===== src/rtl/dpc_pkg.sv =====
// Package: shared constants for the dual-port collision arbiter.
// Assumes exactly two ports, indexed left then right.
package dpc_pkg;

    localparam int NPORTS = 2;

    // Port index used for every per-port vector in the block.
    typedef enum logic {
        PORT_L = 1'b0,
        PORT_R = 1'b1
    } port_e;

endpackage


===== src/rtl/dpc_arrival_track.sv =====
// Module: dpc_arrival_track
// Remembers one port's enable and address from the previous cycle and flags
// a request as new when the enable has just risen or the address has moved.
// Assumes a synchronous active-low reset. After reset every enabled request
// counts as new.
module dpc_arrival_track #(
    parameter int ADDR_W = 6
) (
    input  logic              clk,
    input  logic              rst_n,
    input  logic              en,
    input  logic [ADDR_W-1:0] addr,
    output logic              fresh
);

    logic              prev_en;
    logic [ADDR_W-1:0] prev_addr;

    // Capture this cycle's request as history for the next cycle.
    always_ff @(posedge clk) begin
        if (!rst_n) begin
            prev_en   <= 1'b0;
            prev_addr <= '0;
        end else begin
            prev_en   <= en;
            prev_addr <= addr;
        end
    end

    // A request is new unless it is identical to last cycle's enabled one.
    always_comb begin
        fresh = en && (!prev_en || (prev_addr != addr));
    end

endmodule


===== src/rtl/dpc_arbiter.sv =====
// Module: dpc_arbiter
// Decides which colliding port is flagged busy. The newly arrived port loses.
// On a tie the right port loses. A persisting collision keeps its loser.
// Assumes the arrival flags come from dpc_arrival_track. With slave_mode set
// the arbiter is off and both busy outputs stay low.
module dpc_arbiter
    import dpc_pkg::*;
(
    input  logic              clk,
    input  logic              rst_n,
    input  logic              slave_mode,
    input  logic [NPORTS-1:0] en,
    input  logic              addr_eq,
    input  logic [NPORTS-1:0] fresh,
    output logic [NPORTS-1:0] busy
);

    logic collide;
    logic right_loses;
    logic right_lost_q;

    // Detect a same-word collision between two enabled ports.
    always_comb begin
        collide = !slave_mode && en[PORT_L] && en[PORT_R] && addr_eq;
    end

    // Pick the loser from the arrival flags, or keep the previous loser.
    always_comb begin
        unique case ({fresh[PORT_L], fresh[PORT_R]})
            2'b11:   right_loses = 1'b1;
            2'b01:   right_loses = 1'b1;
            2'b10:   right_loses = 1'b0;
            default: right_loses = right_lost_q;
        endcase
    end

    // Drive busy to the losing side only while a collision is present.
    always_comb begin
        busy[PORT_R] = collide && right_loses;
        busy[PORT_L] = collide && !right_loses;
    end

    // Remember the loser so that a persisting collision keeps it.
    always_ff @(posedge clk) begin
        if (!rst_n) begin
            right_lost_q <= 1'b1;
        end else if (collide) begin
            right_lost_q <= right_loses;
        end else begin
            right_lost_q <= 1'b1;
        end
    end

endmodule


===== src/rtl/dpc_tworam.sv =====
// Module: dpc_tworam
// Behavioural two-port storage array with registered read data.
// Reads return the contents from before the write at the same edge.
// When both ports write the same word, port A's data is kept.
// Assumes the array itself is not reset; only the read registers are.
module dpc_tworam #(
    parameter int ADDR_W = 6,
    parameter int DATA_W = 16
) (
    input  logic              clk,
    input  logic              rst_n,
    input  logic              a_en,
    input  logic [ADDR_W-1:0] a_addr,
    input  logic              a_wr,
    input  logic [DATA_W-1:0] a_wdata,
    output logic [DATA_W-1:0] a_rdata,
    input  logic              b_en,
    input  logic [ADDR_W-1:0] b_addr,
    input  logic              b_wr,
    input  logic [DATA_W-1:0] b_wdata,
    output logic [DATA_W-1:0] b_rdata
);

    localparam int DEPTH = 1 << ADDR_W;

    logic [DATA_W-1:0] mem [DEPTH];

    // Update the array. Port A is written last so it wins a same-word clash.
    always_ff @(posedge clk) begin
        if (b_wr) begin
            mem[b_addr] <= b_wdata;
        end
        if (a_wr) begin
            mem[a_addr] <= a_wdata;
        end
    end

    // Register port A's read of the old contents while enabled.
    always_ff @(posedge clk) begin
        if (!rst_n) begin
            a_rdata <= '0;
        end else if (a_en) begin
            a_rdata <= mem[a_addr];
        end
    end

    // Register port B's read of the old contents while enabled.
    always_ff @(posedge clk) begin
        if (!rst_n) begin
            b_rdata <= '0;
        end else if (b_en) begin
            b_rdata <= mem[b_addr];
        end
    end

endmodule


===== src/rtl/dualport_collision_arb.sv =====
// Module: dualport_collision_arb
// Top level: two memory ports share one array. Same-word collisions are
// arbitrated by arrival order, and the busy side's write is dropped.
// In slave mode the busy inputs act only as per-port write inhibits.
// Assumes a single clock and a synchronous active-low reset.
module dualport_collision_arb
    import dpc_pkg::*;
#(
    parameter int ADDR_W = 6,
    parameter int DATA_W = 16
) (
    input  logic              clk,
    input  logic              rst_n,
    input  logic              slave_mode,
    input  logic              l_en,
    input  logic [ADDR_W-1:0] l_addr,
    input  logic              l_we,
    input  logic [DATA_W-1:0] l_wdata,
    output logic [DATA_W-1:0] l_rdata,
    input  logic              l_busy_in,
    output logic              l_busy_out,
    input  logic              r_en,
    input  logic [ADDR_W-1:0] r_addr,
    input  logic              r_we,
    input  logic [DATA_W-1:0] r_wdata,
    output logic [DATA_W-1:0] r_rdata,
    input  logic              r_busy_in,
    output logic              r_busy_out
);

    logic [NPORTS-1:0]  en_v;
    logic [NPORTS-1:0]  we_v;
    logic [NPORTS-1:0]  ext_inhibit_v;
    logic [ADDR_W-1:0]  addr_v [NPORTS];
    logic [NPORTS-1:0]  fresh_v;
    logic [NPORTS-1:0]  busy_v;
    logic [NPORTS-1:0]  inhibit_v;
    logic [NPORTS-1:0]  wr_go_v;
    logic               l_wr_go;
    logic               r_wr_go;

    // Gather the per-port request fields into indexed vectors.
    always_comb begin
        en_v[PORT_L]          = l_en;
        en_v[PORT_R]          = r_en;
        we_v[PORT_L]          = l_we;
        we_v[PORT_R]          = r_we;
        ext_inhibit_v[PORT_L] = l_busy_in;
        ext_inhibit_v[PORT_R] = r_busy_in;
        addr_v[PORT_L]        = l_addr;
        addr_v[PORT_R]        = r_addr;
    end

    // One arrival tracker and one write gate per port.
    for (genvar p = 0; p < NPORTS; p++) begin : g_port
        dpc_arrival_track #(
            .ADDR_W (ADDR_W)
        ) u_arrival (
            .clk   (clk),
            .rst_n (rst_n),
            .en    (en_v[p]),
            .addr  (addr_v[p]),
            .fresh (fresh_v[p])
        );

        // Choose the inhibit source: the external pin in slave mode, else the internal busy.
        always_comb begin
            inhibit_v[p] = slave_mode ? ext_inhibit_v[p] : busy_v[p];
            wr_go_v[p]   = en_v[p] && we_v[p] && !inhibit_v[p];
        end
    end

    dpc_arbiter u_arbiter (
        .clk        (clk),
        .rst_n      (rst_n),
        .slave_mode (slave_mode),
        .en         (en_v),
        .addr_eq    (l_addr == r_addr),
        .fresh      (fresh_v),
        .busy       (busy_v)
    );

    // Bring the per-port results out to named signals.
    always_comb begin
        l_busy_out = busy_v[PORT_L];
        r_busy_out = busy_v[PORT_R];
        l_wr_go    = wr_go_v[PORT_L];
        r_wr_go    = wr_go_v[PORT_R];
    end

    dpc_tworam #(
        .ADDR_W (ADDR_W),
        .DATA_W (DATA_W)
    ) u_ram (
        .clk     (clk),
        .rst_n   (rst_n),
        .a_en    (l_en),
        .a_addr  (l_addr),
        .a_wr    (l_wr_go),
        .a_wdata (l_wdata),
        .a_rdata (l_rdata),
        .b_en    (r_en),
        .b_addr  (r_addr),
        .b_wr    (r_wr_go),
        .b_wdata (r_wdata),
        .b_rdata (r_rdata)
    );

endmodule


===== config.mk =====
export PLATFORM = sky130hd
export DESIGN_NAME = dualport_collision_arb
export DESIGN_NICKNAME = d
export VERILOG_FILES = /design/src/rtl/dpc_pkg.sv /design/src/rtl/dpc_arrival_track.sv /design/src/rtl/dpc_arbiter.sv /design/src/rtl/dpc_tworam.sv /design/src/rtl/dualport_collision_arb.sv
export SDC_FILE = /design/constraint.sdc
export NUM_CORES = 2
export LEC_CHECK = 0
export BUFFER_PORTS_ARGS = -buffer_cell sky130_fd_sc_hd__buf_2
export CAP_MARGIN = 30
export CORE_MARGIN = 3
export CORE_UTILIZATION = 30
export DETAILED_ROUTE_END_ITERATION = 12
export PLACE_DENSITY = 0.42
export SYNTH_ARGS = -nofsm -noshare
export SYNTH_HDL_FRONTEND = slang
export SYNTH_SLANG_ARGS = --single-unit

===== constraint.sdc =====
create_clock -name clk -period 10.4 [get_ports clk]
set_clock_uncertainty 0.1 [all_clocks]
set_input_delay 3.12 -clock clk [delete_from_list [all_inputs] [get_ports clk]]
set_output_delay 3.12 -clock clk [all_outputs]
set_load 0.02 [all_outputs]

==> run_results.csv <==
group,metric,value,unit
worst_setup_path,cp.required,7180,ps
routing,vias,49420,
routing,wl,347000,um
logic_synthesis,synth_warnings,0,
clock_tree,post_cts_buffers,0,
global_route,grt_start_max_net_pins,77,
logic_synthesis,yosysTopAreaCellShare,47.5,%
logic_synthesis,yosysSeqAreaShare,48.9,%
run,max_cap_viol_count,0,
logic_synthesis,yosysMostFrequentCell,"mux2_2",
logic_synthesis,synth.avg_cell_area,13.6,um2
cells_and_area,layout.cells.non_filler,7594,
pwr,ir_drop,0.167,mV
worst_setup_path,path_class,"in2out",
clock_tree,htreeDepth,4,
die,dieWidth,471,um
routing,drt.antenna.violating_nets,0,
clock_tree,cts_tree,"built",
sta,fin_crit,8480,ps
worst_setup_path,critical_path_peak_fanout,64,
clock_tree,cts_resized,0,
clock_tree,cts_buffers,138,
sta,post-route-period-util,81.5,%
cells_and_area,multi_input_area,0.0305,mm2
sta,fin_setup_tns,0,ps
global_route,grt_use_total,30.3,%
routing,drtIter0Drc,7909,
sta,hold_viol_final,0,
cells_and_area,final_util,34.3,%
routing,route.detailed.drc,0,
logic_synthesis,synth-adder-area-share,0,%
min_path,min_path_cells,2,
place,dpl.cell_count,7308,
worst_setup_path,start_kind,"primary input",
global_route,grt_pass1_wl,458000,um
logic_synthesis,synth.area.top_cells,"edfxtp_1, mux2_2, mux4_2",
cells_and_area,fill_cells,20767,
sta,slew_viol_final,0,
logic_synthesis,async_reset_ff_share,0,%
place,dp_hpwl,223000,um
global_route,grt_pass1_vias,46728,
logic_synthesis,synth_ff_type,"edfxtp_1",
logic_synthesis,synth-edff-count,1024,
global_route,antenna_found_initial,47,
logic_synthesis,synth_xor_area_share,0.244,%
logic_synthesis,synthTopCellsByCount,"mux2_2, edfxtp_1, clkbuf_1",
worst_setup_path,crit_path_end_kind,"primary output",
pwr,p_per_area,150,mW/mm2
logic_synthesis,synthMuxAreaShare,30.7,%
logic_synthesis,synth.largest_area_cell,"edfxtp_1",
cells_and_area,area_growth_syn_to_layout,13.0,%
logic_synthesis,synth_top_family_by_area,"multiplexers",
die,coreArea,0.213,mm2
sta,rsz0062_at_grt,"false",
min_path,hold_class,"reg2reg",
die,ios,87,
logic_synthesis,yosys.area_share.simple,4.47,%
clock_tree,clk_latency,800,ps
global_route,grt.overflow.total,0,
cells_and_area,nets,4696,
die,die_h,471,um
clock_tree,clock_path_buffers,3,
logic_synthesis,ys_types,80,
clock_tree,cts_root_buf,"clkbuf_16",
global_route,busiest_layer,"met2",
worst_setup_path,arrival,5260,ps
cells_and_area,seqCellArea,0.0317,mm2
global_route,grt_util_met1,39.3,%
sta,max_freq,118,MHz
clock_tree,cts.clk_slew.worst_paths,50,ps
global_route,grt_use_met3,8.53,%
sta,worst_pin_slew,1140,ps
logic_synthesis,synth_fp_nets,4809,
global_route,grtUsageMet2,44.8,%
logic_synthesis,syn-cell-area,0.0647,mm2
cells_and_area,drive_gt1_share,43.6,%
sta,setup_viol,0,
run_status,status,"finished clean",
die,die_area,0.221,mm2
clock_tree,cts_hold_buf,0,
logic_synthesis,synth_compound_area_share,10.7,%
place,gp_congestion,1.03,
logic_synthesis,syn_inst,4756,
die,initial_core_util,30.3,%
worst_setup_path,worstRegToRegCells,9,
routing,first_pass_iters,8,
sta,relSlewSlack,21.9,%
die,fp-row-count,169,
pwr,p_leak,24.1,nW
routing,viasPerCell,6.51,
routing,wl_per_cell,45.7,um
place,port_buffers,86,
logic_synthesis,ys_ff_latch,1071,
clock_tree,clock_sinks,1071,
sequential cells by signal, summed over array words and instances, names as in the netlist:
register,count
u_ram.a_rdata,16
g_port.u_arrival.prev_en,2
g_port.u_arrival.prev_addr,12
u_ram.mem,1024
u_arbiter.right_lost_q,1
u_ram.b_rdata,16
stage by stage:
step / power (mW) / hold slack (ps) / area (um2) / setup WS [ps]
after CTS: 11.0 / 491 / 72900 / 1860
after global routing: 11.2 / 517 / 73100 / 1780
after detailed placement: 6.35 / 478 / 68700 / 1860
after global placement: 6.33 / 477 / 68100 / 1840
after floorplan: 5.65 / 493 / 64700 / 2610
final: 11.0 / 500 / 73200 / 1920
report_power, final:
part / switching [mW] / internal [mW] / leakage (nW) / total, mW
Clock: 2.04 / 2.62 / 2.04 / 4.66
Combinational: 1.04 / 0.487 / 12.5 / 1.53
Sequential: 0.0416 / 4.76 / 9.60 / 4.80
Total: 3.12 / 7.87 / 24.1 / 11.0
critical path, cell delays in order:
cell and delay (ps):
buf_8 440, xnor2_1 190, nand4_1 110, o41ai_1 630, a21bo_2 450, inv_1 90
buf_2 170
kinds of logic after synthesis:
logic type | count (synthesis)
mux | 1597
flops | 1071
compound gates | 987
buf+inv | 633
simple gates | 450
xor+xnor | 18
cell type report:
type                            count  share of cell area (%)
Inverter                           10                  0.0615
Antenna cell                       22                  0.0752
Clock inverter                     68                   0.672
Multi-Input combinational cell   3052                    41.7
Clock buffer                      180                    5.05
Timing Repair Buffer              370                    4.29
Sequential cell                  1071                    43.3
Tap cell                         2821                    4.82
metal layers:
| layer | wire length (um) | vias up |
|---|---|---|
| met3 | 35800 | 827 |
| met5 | 144 | - |
| met4 | 23500 | 22 |
| met1 | 137000 | 26249 |
| li1 | - | 18908 |
| met2 | 150000 | 3414 |
layout by cell type, fill, tap and decap left out, types with 11 or more instances in the layout:
master / synthesis / routed
mux2_2: 1073 / 1073
edfxtp_1: 1024 / 1024
mux2i_1: 255 / 255
buf_4: 16 / 230
a221oi_1: 172 / 172
mux4_2: 166 / 166
clkbuf_16: 0 / 141
a21oi_1: 129 / 129
o21ai_0: 166 / 121
nand2_1: 120 / 119
a22oi_1: 115 / 115
o22ai_1: 112 / 112
mux2_4: 95 / 95
buf_2: 155 / 87
nor2_1: 85 / 79
a31oi_1: 68 / 68
nand3_1: 53 / 53
dfxtp_1: 47 / 47
nand3_4: 42 / 43
clkbuf_1: 329 / 36
a221o_1: 33 / 33
clkinv_1: 1 / 33
o21ai_2: 0 / 30
and3_1: 30 / 29
a22o_1: 26 / 26
diode_2: 0 / 22
and2_1: 22 / 18
a211oi_1: 18 / 18
clkinv_2: 0 / 17
buf_8: 0 / 17
o2bb2ai_1: 16 / 16
o21ai_4: 0 / 14
a222oi_1: 14 / 14
o221ai_1: 14 / 14
buf_16: 0 / 14
o22a_1: 13 / 13
nand2b_1: 12 / 12
buf_12: 0 / 12
xor2_1: 11 / 11
path summary, 6_finish.rpt:
kind	from	endpoint	slack [ps]
worst min-delay path	u_ram.b_rdata[1]	u_ram.b_rdata[1]	500
worst min register to register	u_ram.b_rdata[1]	u_ram.b_rdata[1]	500
worst max-delay path	r_addr[2]	r_busy_out	1920
worst max register to register	g_port[0].u_arrival.prev_addr[2]	u_ram.mem[21][11]	6000
No activity file was read; power rests on OpenSTA's default activity.
